### src/rtl/tbs_pkg.sv
package tbs_pkg;
  typedef enum logic {ST_IDLE = 1'b0, ST_RUN = 1'b1} tbs_state_e;
  localparam int STEP_W = 7;
  localparam int SAMP_W = 8;
endpackage

### src/rtl/tbs_phase_acc.sv
module tbs_phase_acc #(
  parameter int ACC_W = 32
) (
  input  logic             clk,
  input  logic             rst_n,
  input  logic             clr,
  input  logic             en,
  input  logic             dbl,
  input  logic [ACC_W-1:0] inc,
  output logic             strobe
);
  logic [ACC_W-1:0] acc_q, acc_d;
  logic [ACC_W:0]   sum;

  always_comb begin
    sum   = {1'b0, acc_q} + (dbl ? {inc, 1'b0} : {1'b0, inc});
    acc_d = acc_q;
    if (clr)     acc_d = '0;
    else if (en) acc_d = sum[ACC_W-1:0];
    strobe = en && !clr && sum[ACC_W];
  end

  always_ff @(posedge clk or negedge rst_n) begin
    if (!rst_n) acc_q <= '0;
    else        acc_q <= acc_d;
  end

  // a carry always leaves the accumulator below its previous value
  p_wrap_on_carry_r3: assert property (@(posedge clk) disable iff (!rst_n)
    strobe |=> (acc_q < $past(acc_q)));
endmodule

### src/rtl/tbs_ms_timer.sv
module tbs_ms_timer #(
  parameter int DUR_W  = 16,
  parameter int MS_DIV = 27000
) (
  input  logic             clk,
  input  logic             rst_n,
  input  logic             load,
  input  logic [DUR_W-1:0] load_val,
  input  logic             abort,
  output logic             expired
);
  localparam int PRE_W = (MS_DIV > 1) ? $clog2(MS_DIV) : 1;
  localparam logic [PRE_W-1:0] PRE_LAST = PRE_W'(MS_DIV - 1);

  logic [PRE_W-1:0] pre_q, pre_d;
  logic [DUR_W-1:0] left_q, left_d;
  logic             tick;

  always_comb begin
    tick   = (pre_q == PRE_LAST);
    pre_d  = tick ? '0 : pre_q + 1'b1;
    left_d = left_q;
    if (tick && left_q != '0) left_d = left_q - 1'b1;
    if (load) begin
      pre_d  = '0;
      left_d = load_val;
    end
    if (abort) left_d = '0;
    expired = (left_q == '0);
  end

  always_ff @(posedge clk or negedge rst_n) begin
    if (!rst_n) begin
      pre_q  <= '0;
      left_q <= '0;
    end else begin
      pre_q  <= pre_d;
      left_q <= left_d;
    end
  end

  // without a load, the remaining count only holds or drops by one
  p_count_down_r7: assert property (@(posedge clk) disable iff (!rst_n)
    (!load && !abort) |=> (left_q == $past(left_q) || left_q == $past(left_q) - 1'b1));
endmodule

### src/rtl/tbs_wave.sv
module tbs_wave
  import tbs_pkg::*;
(
  input  logic [STEP_W-1:0]        step,
  input  logic                     square,
  output logic signed [SAMP_W-1:0] sample
);
  function automatic logic [6:0] quarter(input logic [5:0] k);
    case (k)
      6'd0:  quarter = 7'd0;   6'd1:  quarter = 7'd6;   6'd2:  quarter = 7'd12;
      6'd3:  quarter = 7'd19;  6'd4:  quarter = 7'd25;  6'd5:  quarter = 7'd31;
      6'd6:  quarter = 7'd37;  6'd7:  quarter = 7'd43;  6'd8:  quarter = 7'd49;
      6'd9:  quarter = 7'd54;  6'd10: quarter = 7'd60;  6'd11: quarter = 7'd65;
      6'd12: quarter = 7'd71;  6'd13: quarter = 7'd76;  6'd14: quarter = 7'd81;
      6'd15: quarter = 7'd85;  6'd16: quarter = 7'd90;  6'd17: quarter = 7'd94;
      6'd18: quarter = 7'd98;  6'd19: quarter = 7'd102; 6'd20: quarter = 7'd106;
      6'd21: quarter = 7'd109; 6'd22: quarter = 7'd112; 6'd23: quarter = 7'd115;
      6'd24: quarter = 7'd117; 6'd25: quarter = 7'd120; 6'd26: quarter = 7'd122;
      6'd27: quarter = 7'd123; 6'd28: quarter = 7'd125; 6'd29: quarter = 7'd126;
      6'd30: quarter = 7'd126; 6'd31: quarter = 7'd127; default: quarter = 7'd127;
    endcase
  endfunction

  logic [5:0] idx;
  logic [6:0] mag;

  always_comb begin
    idx = step[5] ? (6'd32 - {1'b0, step[4:0]}) : {1'b0, step[4:0]};
    mag = quarter(idx);
    if (square) sample = step[6] ? -8'sd127 : 8'sd127;
    else        sample = step[6] ? -$signed({1'b0, mag}) : $signed({1'b0, mag});
  end
endmodule

### src/rtl/tone_burst_seq.sv
module tone_burst_seq
  import tbs_pkg::*;
#(
  parameter int FREQ_W = 15,
  parameter int INC_W  = 32,
  parameter int DUR_W  = 16,
  parameter int MS_DIV = 27000
) (
  input  logic                     clk,
  input  logic                     rst_n,
  input  logic                     freq_we,
  input  logic [FREQ_W-1:0]        freq_word,
  input  logic [INC_W-1:0]         freq_inc,
  input  logic                     dur_we,
  input  logic [DUR_W-1:0]         dur_ms,
  input  logic                     mode_we,
  input  logic                     mode_square,
  input  logic                     mode_two_tone,
  input  logic                     mode_fin_zero,
  output logic                     busy,
  output logic signed [SAMP_W-1:0] sample,
  output logic                     sample_vld
);
  localparam logic [STEP_W-1:0] HALF_STEP = STEP_W'(1 << (STEP_W - 1));

  logic [1:0] rsync_q;
  logic       rst_l;

  always_ff @(posedge clk or negedge rst_n) begin
    if (!rst_n) rsync_q <= 2'b00;
    else        rsync_q <= {rsync_q[0], 1'b1};
  end
  assign rst_l = rsync_q[1];

  tbs_state_e               st_q, st_d;
  logic [FREQ_W-1:0]        freq_q, freq_d;
  logic [INC_W-1:0]         inc_q, inc_d, act_q, act_d;
  logic [DUR_W-1:0]         dur_q, dur_d;
  logic                     pend_q, pend_d;
  logic                     sq_q, sq_d, tt_q, tt_d, fin_q, fin_d;
  logic [STEP_W-1:0]        step_q, step_d, step_nxt;
  logic [1:0]               seg_q, seg_d;
  logic signed [SAMP_W-1:0] samp_q, samp_d, wave;
  logic                     vld_q, vld_d;
  logic                     running, start, strobe, expired, at_end, finish, reload, stop, abort;

  always_comb begin
    running  = (st_q == ST_RUN);
    start    = !running && freq_q != '0 && dur_q != '0;
    step_nxt = step_q + 1'b1;
    at_end   = (step_nxt == '0) || (fin_q && step_nxt == HALF_STEP);
    finish   = running && strobe && expired && at_end;
    reload   = finish && pend_q && dur_q != '0 && freq_q != '0;
    stop     = finish && !reload;
    abort    = running && dur_we && dur_ms == '0;
  end

  tbs_phase_acc #(.ACC_W(INC_W)) u_acc (
    .clk(clk), .rst_n(rst_l), .clr(start), .en(running),
    .dbl(tt_q && seg_q != 2'd0), .inc(act_q), .strobe(strobe)
  );

  tbs_ms_timer #(.DUR_W(DUR_W), .MS_DIV(MS_DIV)) u_timer (
    .clk(clk), .rst_n(rst_l), .load(start || reload), .load_val(dur_q),
    .abort(abort), .expired(expired)
  );

  tbs_wave u_wave (.step(step_nxt), .square(sq_q), .sample(wave));

  always_comb begin
    st_d = st_q;   freq_d = freq_q; inc_d = inc_q; act_d = act_q;
    dur_d = dur_q; pend_d = pend_q; sq_d = sq_q;   tt_d = tt_q; fin_d = fin_q;
    step_d = step_q; seg_d = seg_q; samp_d = samp_q; vld_d = 1'b0;
    if (start) begin
      st_d = ST_RUN; act_d = inc_q; step_d = '0; seg_d = 2'd0; pend_d = 1'b0;
    end else if (!running) begin
      samp_d = '0;
    end
    if (running && strobe) begin
      step_d = step_nxt;
      samp_d = wave;
      vld_d  = 1'b1;
      if (step_nxt == '0) seg_d = (seg_q == 2'd2) ? 2'd0 : seg_q + 2'd1;
    end
    if (reload) begin
      act_d = inc_q; pend_d = 1'b0;
    end
    if (stop) begin
      st_d = ST_IDLE; dur_d = '0; pend_d = 1'b0;
    end
    if (freq_we) begin
      freq_d = freq_word; inc_d = freq_inc;
      if (running) pend_d = 1'b1;
    end
    if (dur_we) begin
      dur_d = dur_ms;
      if (running && dur_ms != '0) pend_d = 1'b1;
    end
    if (mode_we) begin
      sq_d = mode_square; tt_d = mode_two_tone; fin_d = mode_fin_zero;
    end
  end

  always_ff @(posedge clk or negedge rst_l) begin
    if (!rst_l) begin
      st_q <= ST_IDLE; freq_q <= '0; inc_q <= '0; act_q <= '0; dur_q <= '0;
      pend_q <= 1'b0;  sq_q <= 1'b0; tt_q <= 1'b0; fin_q <= 1'b0;
      step_q <= '0;    seg_q <= 2'd0; samp_q <= '0; vld_q <= 1'b0;
    end else begin
      st_q <= st_d; freq_q <= freq_d; inc_q <= inc_d; act_q <= act_d; dur_q <= dur_d;
      pend_q <= pend_d; sq_q <= sq_d; tt_q <= tt_d; fin_q <= fin_d;
      step_q <= step_d; seg_q <= seg_d; samp_q <= samp_d; vld_q <= vld_d;
    end
  end

  assign busy       = running;
  assign sample     = samp_q;
  assign sample_vld = vld_q;

  p_idle_quiet_r1: assert property (@(posedge clk) disable iff (!rst_l)
    (!busy && !$past(busy)) |-> !sample_vld);
  p_start_pair_r2: assert property (@(posedge clk) disable iff (!rst_l)
    $rose(busy) |-> ($past(freq_q) != '0 && $past(dur_q) != '0));
  p_step_by_one_r3: assert property (@(posedge clk) disable iff (!rst_l)
    sample_vld |-> (step_q == $past(step_q) + 1'b1));
  p_square_level_r5: assert property (@(posedge clk) disable iff (!rst_l)
    (sample_vld && $past(sq_q)) |-> (sample == 8'sd127 || sample == -8'sd127));
  p_end_point_r8: assert property (@(posedge clk) disable iff (!rst_l)
    $fell(busy) |-> (step_q == '0 || ($past(fin_q) && step_q == HALF_STEP)));
  p_dur_cleared_r11: assert property (@(posedge clk) disable iff (!rst_l)
    $fell(busy) |-> (dur_q == '0));
endmodule

### config.mk
export PLATFORM = sky130hd
export DESIGN_NAME = tone_burst_seq
export DESIGN_NICKNAME = d
export VERILOG_FILES = /design/src/rtl/tbs_pkg.sv /design/src/rtl/tbs_phase_acc.sv /design/src/rtl/tbs_ms_timer.sv /design/src/rtl/tbs_wave.sv /design/src/rtl/tone_burst_seq.sv
export SDC_FILE = /design/constraint.sdc
export NUM_CORES = 1
export LEC_CHECK = 0
export ABC_AREA = 1
export BUFFER_PORTS_ARGS = -buffer_cell sky130_fd_sc_hd__buf_2
export CAP_MARGIN = 20
export CORE_MARGIN = 1
export CORE_UTILIZATION = 45
export CTS_CLUSTER_SIZE = 12
export DETAILED_ROUTE_END_ITERATION = 16
export SYNTH_ARGS = -nofsm -noshare
export SYNTH_HDL_FRONTEND = slang
export SYNTH_SLANG_ARGS = --single-unit
### constraint.sdc
create_clock -name clk -period 7.85 [get_ports clk]
set_input_delay 0.3925 -clock clk [delete_from_list [all_inputs] [get_ports clk]]
set_output_delay 0.3925 -clock clk [all_outputs]
set_load 0.01 [all_outputs]
Word-level counts from Yosys, hierarchy flattened
Memory sizes are Yosys's and may differ from the RTL's.
Cells that the tools add are included.

storage, ports and cells
  input bits = 71
  output and inout port bits = 10
  bits in writable memories = 0
  memories kept = 1
  bits in read-only memories = 224
  bits in registers = 183
  latch bits = 0

cells by class
  bitwise operators = 0
  shift-type cells = 0
  order comparisons = 0
  add/subtract/negate cells = 7
  div/mod/pow operators = 0
  reduce and logical (&&, ||, !) cells = 37
  equal/unequal tests = 5
  multipliers = 0
  muxes and demuxes = 36

memories
  name             depth  width  rd ports  clocked after memory_dff  write ports  RTL line       source
  (no name shown)  32     7      1         0                         0            tbs_wave.sv:9  case (k)

operator list
  operator               count
  $mux 32                4
  $mux 16                5
  $mux 8                 6
  $reduce_bool 16->1     3
  $add 32x33->33         1
  $mux 33                1
  $logic_not 16->1       2
  $mux 15                2
  $mux 7                 3
  $logic_and 1x1->1      17
  $sub 16x1->16 const B  1
  $add 15x1->15 const B  1
  $eq 15x15->1 const B   1
  $reduce_bool 15->1     1
  $reduce_bool 2->1      6
  $mux 1                 10
  $mux 2                 4
  $neg 7->8              1
  $add 7x1->7 const B    1
  $eq 7x7->1 const B     1
  $logic_not 7->1        1
  $mux 6                 1
  $sub 6x5->6 const A    1
  $ne 2x1->1 const B     2
  other kinds (6)        9

Logic depth before layout (Yosys ltp)
Gate-level depths: netlist of run 1.

  depth in word-level cells = 19
  gate-level depth with buffers = 24
  gate-level depth less buffers = 23

By module
From an unflattened synthesis of run 1, not the netlist that was laid out.

second synthesis, totals
  cell total of the unflattened synthesis = 1703
  area total of the unflattened synthesis = 11863.9 um2

modules (own cells, without submodules)
  module          area an instance (um2)  times used  cells an instance
  tone_burst_seq  4948.5                  1           491
  tbs_phase_acc   4028.9                  1           736
  tbs_ms_timer    2028.2                  1           310
  tbs_wave        858.3                   1           166

Worst setup path after synthesis of run 1
Ideal clock, no wire load.

  path kind = reg2reg
  start = register seg_q[0]
  end = register dur_q[10]
  arrival = 3109 ps
  setup time = 119 ps
  slack = 4623 ps
  stages on the path, launching flop included = 24
  cell sequence = dfrtp_1 nor2_1 nor2_1 clkbuf_1 nor2_1 ha_1 fa_1 nand2_1 o21ai_2 nand2_1 nand2_2 nand2_1 nand2_2 nand2_1 nand2_1 nand2_1 nand3_4 inv_6 nand2_1 or2_1 buf_6 buf_6 nand3_1 nand2_1

on the way
  word-level cells in the longest chain between the ends = 14

RTL lines
  element                           RTL line               source
  start, declared                   tone_burst_seq.sv:42   logic [1:0] seg_q, seg_d;
  start signal, assigned            tone_burst_seq.sv:112  step_q <= step_d; seg_q <= seg_d; samp_q <= samp_d; vld_q <= vld_d;
  $reduce_bool 2->1 *               tone_burst_seq.sv:60   .dbl(tt_q && seg_q != 2'd0), .inc(act_q), .strobe(strobe)
  $logic_and 1x1->1 *               tone_burst_seq.sv:60
  $mux 33 *                         tbs_phase_acc.sv:16    sum = {1'b0, acc_q} + (dbl ? {inc, 1'b0} : {1'b0, inc});
  $add 32x33->33 *                  tbs_phase_acc.sv:16
  $logic_and 1x1->1 *               tbs_phase_acc.sv:20    strobe = en && !clr && sum[ACC_W];
  $logic_and 1x1->1 * (3 in a row)  tone_burst_seq.sv:52   finish = running && strobe && expired && at_end;
  $logic_and 1x1->1 (3 in a row)    tone_burst_seq.sv:53   reload = finish && pend_q && dur_q != '0 && freq_q != '0;
  $logic_not 1->1                   tone_burst_seq.sv:54   stop = finish && !reload;
  $logic_and 1x1->1 *               tone_burst_seq.sv:54
  $reduce_bool 2->1 (no line) *     --
  end signal, assigned              tone_burst_seq.sv:110  st_q <= st_d; freq_q <= freq_d; inc_q <= inc_d; act_q <= act_d; dur_q <= dur_d;
  end, declared                     tone_burst_seq.sv:38   logic [DUR_W-1:0] dur_q, dur_d;

Mark *: on every way between the ends. The rest lies on a longest branch, timed or not.
A chain may end at the register's enable or synchronous reset.

Final worst setup path of run 1
  start = register seg_q[0]
  end = register u_timer.left_q[15]

on the way
  word-level cells in the longest chain between the ends = 14

RTL lines
  element                           RTL line              source
  $reduce_bool 2->1 *               tone_burst_seq.sv:60
  $logic_and 1x1->1 *               tone_burst_seq.sv:60
  $mux 33 *                         tbs_phase_acc.sv:16
  $add 32x33->33 *                  tbs_phase_acc.sv:16
  $logic_and 1x1->1 *               tbs_phase_acc.sv:20
  $logic_and 1x1->1 * (3 in a row)  tone_burst_seq.sv:52
  $logic_and 1x1->1 * (3 in a row)  tone_burst_seq.sv:53
  $logic_or 1x1->1 *                tone_burst_seq.sv:64  .clk(clk), .rst_n(rst_l), .load(start || reload), .load_val(dur_q),
  $mux 16                           tbs_ms_timer.sv:24    if (load) begin
  $mux 16                           tbs_ms_timer.sv:28    if (abort) left_d = '0;
  end signal, assigned              tbs_ms_timer.sv:38    left_q <= left_d;
  end, declared                     tbs_ms_timer.sv:16    logic [DUR_W-1:0] left_q, left_d;

Marks and branches as above.

==> out/results.txt, run 1 <==
Outcome -> complete, no violations
Wire length of the first global-routing pass -> 40800 um
Nature of the critical path endpoint -> register
WHS -> 163 ps
# setup viols final -> 0
Yosys warning total -> 0
Highest attainable clock frequency -> 231 MHz
Largest net degree at the start of global routing -> 88
Reg-to-reg endpoint -> u_timer.left_q[15]$_DFFE_PN0P_
Crit-path max FO -> 87
Total grt overflow -> 0
Routability congestion estimate from global placement -> 0.886
Non-filler instance count after layout -> 1763
Detail Placement HPWL -> 16900 um
Share of post-route cells with drive strength above 1 -> 12.6%
Worst Skew -> 12.8 ps
Wire per inst -> 13.4 um
Filler Cell Count -> 2326
Vias in the first global route -> 8476
Die area -> 24200 sq um
Launch point of the worst reg-to-reg path -> seg_q[0]$_DFF_PN0_
Buffer depth of the longest clock path -> 2
Post-placement cell count -> 1730
Number of port buffers -> 80
Startpoint class of the critical path -> register
Initial antenna violation count -> 0
Main flop type after synthesis -> sky130_fd_sc_hd__dfrtp_1
Number of cells on the worst hold path -> 3
Antenna cell count -> 0
Number of nets in the synthesized netlist -> 1485
Leakage power -> 0.00585 uW
Clock-pin slew on the worst setup and hold paths -> 80 ps
R2R depth -> 22
EDFF count, synth -> 0
Count of state elements after synthesis -> 183
Wire length after detailed routing -> 23600 um
Setup repair after global routing missed its margin -> false
Dominant cell by count in the synthesized netlist -> sky130_fd_sc_hd__nand2_1
Via count of the routed design -> 8843
Post-CTS sizing -> 0
R2r setup slk -> 3520 ps
Die outline width -> 155 um
H-tree lvl count -> 4
Share of the synthesized area in the top cell type -> 43.2%
Signal arrival time at the worst endpoint -> 4690 ps
Final Critical Period -> 4330 ps
Root Buffer Master -> sky130_fd_sc_hd__clkbuf_16
TritonCTS sink count -> 183
Die Height -> 155 um
Top post-synthesis cells by area -> sky130_fd_sc_hd__dfrtp_1 (43%), sky130_fd_sc_hd__nand2_1 (15%), sky130_fd_sc_hd__o21ai_0 (6.3%)
Final instance area -> 11800 sq um
Data required time at the worst endpoint -> 8220 ps
Detail Route Antenna Nets -> 0
IO Pins -> 81
Share of flip-flops with an asynchronous set or reset -> 100%
Cell count after synthesis -> 1371
Placed Instance Area -> 11200 sq um
Drt first-iter violations -> 516
Endpoint of the worst hold path -> freq_q[6]$_DFFE_PN0P_
Pwr Density -> 386 nW/um^2
Hold path startpoint -> freq_word[6]
Dominant cell type by area after synthesis -> sky130_fd_sc_hd__dfrtp_1
Core footprint -> 22800 sq um
TritonCTS clock tree -> done
Transition time at the pin with the least slew margin -> 969 ps
Final hold violation count -> 0
Setup CP Type -> register to register
Area Growth Syn to Fin -> 11.6%
Per-cell via count in the routed design -> 5.02
Overall track demand over capacity in global routing -> 20.9%
Number of max-capacitance violations reported -> 0
Max Slew Vio Count -> 0
Average instance area after synthesis -> 7.73 sq um
Floorplan row count -> 55
Residual DRC -> 0
Clock buffers created by TritonCTS -> 17
Netlist area before placement -> 10600 sq um
Launching instance or port of the critical path -> seg_q[0]$_DFF_PN0_
Skew-Pair Late Insertion Delay -> 430 ps
Class of the most critical hold timing path -> input pin to register
Worst IR Drop VDD -> 130 uV
Portion of the post-synthesis area used by sequential elements -> 43.2%
Number of search-and-repair iterations in the first detailed-routing pass -> 5
Number of unique standard cell types used by synthesis -> 54
Effective utilization at floorplan -> 46.4%
Tightest slew margin relative to the limit -> 34.6%
Net count, final -> 1551
Total Negative Setup Slacks -> 0 ps
Fraction of the cycle the final worst path needs -> 55.1%
Leading cell types by count after synthesis -> sky130_fd_sc_hd__nand2_1 (430), sky130_fd_sc_hd__dfrtp_1 (183), sky130_fd_sc_hd__inv_1 (133), sky130_fd_sc_hd__o21ai_0 (133)
## through the flow
step	utilization [%]	setup WS, ps	total power (uW)
after detailed placement	49.2	3540	3740
after floorplan	-	2370	3230
after global placement	49.2	3670	3710
after CTS	51.8	3530	4600
after global routing	51.8	3090	5060
final	51.8	3520	4570
## cells in the final DEF (no fill, tap or decap), types with 9 or more instances in the layout
cell type	Yosys	final
sky130_fd_sc_hd__dfrtp_1	183	182
sky130_fd_sc_hd__xor2_1	21	21
sky130_fd_sc_hd__o21ai_0	133	133
sky130_fd_sc_hd__nand4_1	12	12
sky130_fd_sc_hd__nand3_1	88	88
sky130_fd_sc_hd__inv_1	133	133
sky130_fd_sc_hd__buf_2	4	80
sky130_fd_sc_hd__ha_1	42	42
sky130_fd_sc_hd__mux2_2	33	33
sky130_fd_sc_hd__a21oi_1	51	51
sky130_fd_sc_hd__nor4_1	15	15
sky130_fd_sc_hd__o31ai_1	9	9
sky130_fd_sc_hd__nor2_1	88	86
sky130_fd_sc_hd__clkbuf_16	0	17
sky130_fd_sc_hd__nor3_1	16	16
sky130_fd_sc_hd__nand2_1	430	430
## cell type report
| type | instances | area, sq um | share of cell area (%) |
|---|---|---|---|
| Multi-Input combinational cell | 1006 | 5270 | 44.6 |
| Sequential cell | 183 | 4580 | 38.8 |
| Inverter | 141 | 534 | 4.52 |
| Timing Repair Buffer | 88 | 463 | 3.91 |
| Clock buffer | 18 | 429 | 3.63 |
| Tap cell | 313 | 392 | 3.31 |
| Clock inverter | 14 | 153 | 1.29 |
## repair_timing
item | 4_1_cts | 5_1_grt
buffers inserted | 0 | 0
endpoints found under the hold margin | 2 | 0
hold buffers | 1 | 0
endpoints found under the setup margin | 0 | 0
## critical path, cell delays in order (launching register included)
cell and delay, ps:
sky130_fd_sc_hd__dfrtp_1 390, sky130_fd_sc_hd__nor2_1 270, sky130_fd_sc_hd__nor2_4 40, sky130_fd_sc_hd__buf_4 300, sky130_fd_sc_hd__o21ai_0 370, sky130_fd_sc_hd__fa_1 260, sky130_fd_sc_hd__nand2_1 90, sky130_fd_sc_hd__o21ai_2 200
sky130_fd_sc_hd__nand2_1 90, sky130_fd_sc_hd__nand2_2 120, sky130_fd_sc_hd__nand2_1 80, sky130_fd_sc_hd__nand2_2 140, sky130_fd_sc_hd__nand2_1 60, sky130_fd_sc_hd__nand2_1 90, sky130_fd_sc_hd__or2_4 130, sky130_fd_sc_hd__nand3_4 130
sky130_fd_sc_hd__inv_6 140, sky130_fd_sc_hd__nand3_4 210, sky130_fd_sc_hd__nand2_4 720, sky130_fd_sc_hd__nand2_1 150, sky130_fd_sc_hd__nand2_1 100, sky130_fd_sc_hd__nand2_1 50, sky130_fd_sc_hd__nand2_1 70
## cells by family (layout without fill, tap and decap cells)
group | after synthesis | in the layout | share of synthesized area, %
and+or+nand+nor | 675 | 675 | 27.1
AOI/OAI and AO/OA | 228 | 228 | 11.7
adders and majority gates | 43 | 43 | 5.15
DFF | 183 | 183 | 43.2
muxes | 33 | 33 | 3.51
other | 1 | 1 | 0.0354
buffers and inverters | 182 | 261 | 7.11
xor gates and xnor gates | 26 | 26 | 2.15
## worst max path at each step
stage	end	slack [ps]	depth (start not counted)
after floorplan	act_q[0]$_DFFE_PN0P_	2370	0
after global placement	u_timer.pre_q[13]$_DFF_PN0_	3670	21
after detailed placement	u_timer.pre_q[13]$_DFF_PN0_	3540	21
after CTS	u_timer.pre_q[13]$_DFF_PN0_	3530	21
after global routing	u_timer.left_q[15]$_DFFE_PN0P_	3090	23
final	u_timer.left_q[15]$_DFFE_PN0P_	3520	22
## metal layers
| metal | global-route usage (%) | vias to the layer above | wire, um | part of all wire (%) |
|---|---|---|---|---|
| met5 | 0 | - | 0 | 0 |
| met4 | 4.81 | 0 | 150 | 0.63 |
| met3 | 2.87 | 11 | 595 | 2.5 |
| met2 | 33.3 | 148 | 10600 | 45 |
| met1 | 30.1 | 4054 | 12300 | 52 |
| li1 | - | 4630 | - | - |
## registers in the layout (all words and copies together) (netlist names)
name	count
seg_q	2
u_timer.left_q	16
u_timer.pre_q	15
pend_q	1
tt_q	1
step_q	7
rsync_q	2
sample	8
dur_q	16
freq_q	15
inc_q	32
u_acc.acc_q	32
act_q	32
fin_q	1
sq_q	1
busy	1
sample_vld	1
## power breakdown
part	switching [uW]	internal [uW]	total, uW
clock network	414	427	841
logic	1450	870	2320
registers	183	1220	1400
Note: power is estimated with default switching activity, not from simulation.
==> run 2: changes to the inputs <==
==> constraint.sdc (replaced) <==
create_clock -name clk -period 4.1 [get_ports clk]
set_input_delay 0.205 -clock clk [delete_from_list [all_inputs] [get_ports clk]]
set_output_delay 0.205 -clock clk [all_outputs]
set_load 0.01 [all_outputs]
==> out/results.txt, run 2 (synthesized netlist as in run 1, its figures left out) <==
Setup CP Type -> register to register
Placed Instance Area -> 11400 sq um (+1.7%)
Number of max-capacitance violations reported -> 0 (unchanged)
Tightest slew margin relative to the limit -> 39.1% (+4.5 points)
Delay contributed by the slowest stage of the critical path -> 400 ps (-320 ps)
Number of search-and-repair iterations in the first detailed-routing pass -> 6 (+1)
Pwr Density -> 709 nW/um^2 (+84%)
Per-cell via count in the routed design -> 5.00 (-0.32%)
WHS -> 13.8 ps (-149 ps)
Residual DRC -> 0 (unchanged)
Effective utilization at floorplan -> 46.4% (unchanged)
Count of hold-fix buffers inserted at cts -> 64 (+63)
Non-filler instance count after layout -> 1843 (+4.5%)
Net count, final -> 1631 (+5.2%)
Root Buffer Master -> sky130_fd_sc_hd__clkbuf_16
Leakage power -> 0.00621 uW (+6.2%)
Final Critical Period -> 3520 ps (-806 ps)
Final WS setup -> 579 ps (-2940 ps)
Worst Skew -> 19.6 ps (+6.78 ps)
Place WS -> 662 ps (-2880 ps)
Transition time at the pin with the least slew margin -> 914 ps (-55.3 ps)
Number of port buffers -> 80 (unchanged)
Antenna cell count -> 0 (unchanged)
Worst IR Drop VDD -> 241 uV (+86%)
Die outline width -> 155 um (unchanged)
Nature of the critical path endpoint -> register
Fraction of the cycle the final worst path needs -> 85.9% (+31 points)
Wire per inst -> 13.3 um (-1.0%)
Skew-Pair Late Insertion Delay -> 450 ps (+20 ps)
Critical path cell sequence -> nor2_1 > nor2_4 > buf_12 > o21ai_0 > fa_1 > nand2_1 > o21ai_2 > nand2_1 > nand2_2 > nand2_1 > nand2_2 > nand2_1 > nand2_1 > or2_4 > nand3_4 > inv_6 > nand2_1 > or2_1 > buf_4 > nand3_1 > nand2_1
Data required time at the worst endpoint -> 4430 ps (-3790 ps)
Filler Cell Count -> 2158 (-7.2%)
Initial antenna violation count -> 0 (unchanged)
Vias in the first global route -> 8964 (+5.8%)
Startpoint class of the critical path -> register
Footprint of the multi-input gates -> 5270 sq um (unchanged)
Share of post-route cells with drive strength above 1 -> 13.1% (+0.45 points)
Registers with the most flip-flops -> act_q: 32 flops, inc_q: 32 flops, u_acc.acc_q: 32 flops
TritonCTS clock tree -> done
H-tree lvl count -> 4 (unchanged)
Most frequent cells in the layout -> sky130_fd_sc_hd__nand2_1 (430), sky130_fd_sc_hd__dfrtp_1 (182), sky130_fd_sc_hd__inv_1 (133), sky130_fd_sc_hd__o21ai_0 (133), sky130_fd_sc_hd__nand3_1 (88)
Commonest non-fill, non-tap cell in the layout -> sky130_fd_sc_hd__nand2_1
Final hold violation count -> 0 (unchanged)
Final instance area -> 12600 sq um (+6.9%)
Area Growth Syn to Fin -> 19.4%
Wire length of the first global-routing pass -> 42100 um (+3.3%)
Register Area -> 4580 sq um (unchanged)
Number of buffers and inverters on the critical path -> 3 (+1)
Outcome -> complete, no violations
Buffer depth of the longest clock path -> 2 (unchanged)
Post-placement cell count -> 1747 (+0.98%)
# setup viols final -> 0 (unchanged)
Drt first-iter violations -> 470 (-8.9%)
Floorplan row count -> 55 (unchanged)
Die area -> 24200 sq um (unchanged)
Family with the most delay on the worst path -> simple AND/OR/NAND/NOR gates
Crit-path max FO -> 63 (-28%)
Total Negative Setup Slacks -> 0 ps (unchanged)
Routability congestion estimate from global placement -> 0.910 (+2.7%)
Highest attainable clock frequency -> 284 MHz (+23%)
Signal arrival time at the worst endpoint -> 3850 ps (-840 ps)
Max Slew Vio Count -> 0 (unchanged)
Post-CTS Setup Inserts -> 0 (unchanged)
Core footprint -> 22800 sq um (unchanged)
Clock buffers created by TritonCTS -> 17 (unchanged)
Wire length after detailed routing -> 24500 um (+3.5%)
Class of the most critical hold timing path -> input pin to register
Setup repair after global routing missed its margin -> false
Clock-pin slew on the worst setup and hold paths -> 90 ps (about the same)
Cell mode on critical path -> sky130_fd_sc_hd__nand2_1
Largest net degree at the start of global routing -> 81 (-8.0%)
Die Height -> 155 um (unchanged)
Total grt overflow -> 0 (unchanged)
Detail Placement HPWL -> 16900 um (+0.12%)
Via count of the routed design -> 9215 (+4.2%)
TritonCTS sink count -> 183 (unchanged)
IO Pins -> 81 (unchanged)
Cell type of the slowest stage on the worst timing path -> sky130_fd_sc_hd__dfrtp_1
Overall track demand over capacity in global routing -> 21.5% (+0.60 points)
Detail Route Antenna Nets -> 0 (unchanged)
Post-CTS sizing -> 0 (unchanged)
## run 2: cell types whose count changed in the layout (fill, tap and decap cells not counted)
| cell | previous run | this run |
|---|---|---|
| sky130_fd_sc_hd__clkinvlp_4 | 2 | 1 |
| sky130_fd_sc_hd__inv_8 | 4 | 6 |
| sky130_fd_sc_hd__clkinv_4 | 0 | 1 |
| sky130_fd_sc_hd__inv_6 | 6 | 5 |
| sky130_fd_sc_hd__dlygate4sd3_1 | 1 | 64 |
| sky130_fd_sc_hd__buf_12 | 0 | 5 |
| sky130_fd_sc_hd__buf_4 | 7 | 19 |
| sky130_fd_sc_hd__clkinv_8 | 3 | 2 |
## run 2: worst paths after layout
kind	slack, ps	startpoint	to	cells past startpoint
max reg2reg	580	seg_q[0]$_DFF_PN0_	dur_q[3]$_DFFE_PN0P_	21
min	10	mode_two_tone	tt_q$_DFFE_PN0P_	3
min reg2reg	380	rsync_q[0]$_DFF_PN0_	rsync_q[1]$_DFF_PN0_	0
min in group asynchronous	110	rst_n	rsync_q[1]$_DFF_PN0_	2
max	580	seg_q[0]$_DFF_PN0_	dur_q[3]$_DFFE_PN0P_	21
max in group asynchronous	2660	rsync_q[1]$_DFF_PN0_	u_acc.acc_q[21]$_DFFE_PN0P_	1
## run 2: per-stage QoR
step,total power (uW),utilization (%)
3_5_place_dp,7280,50.0
5_1_grt,9900,55.3
4_1_cts,9000,55.3
2_1_floorplan,6180,-
3_3_place_gp,7210,50.0
6_report,8970,55.3
## run 2: tightest hold or removal path, stage by stage
cell and delay (ps):
sky130_fd_sc_hd__buf_2 90, sky130_fd_sc_hd__nand2_1 40, sky130_fd_sc_hd__o21ai_0 70
## run 2: layout make-up
cell class                 instances  share of cell area, %
clock buffer                      18                   3.39
inverter                         141                   4.23
sequential                       183                   36.2
multi-input combinational       1006                   41.7
tap                              313                   3.10
timing repair buffer             168                   10.2
clock inverter                    14                   1.20
## run 2: routing by layer
| layer | GRT usage [%] | part of all wire [%] |
|---|---|---|
| met5 | 0 | 0 |
| met3 | 3.06 | 3.2 |
| met1 | 30.3 | 51 |
| met4 | 5.18 | 0.91 |
| met2 | 34.8 | 45 |
## run 2: report_power, final
group,switching [uW],total [uW],internal (uW)
clock,824,1650,821
sequential,348,2680,2340
combinational,2820,4640,1820
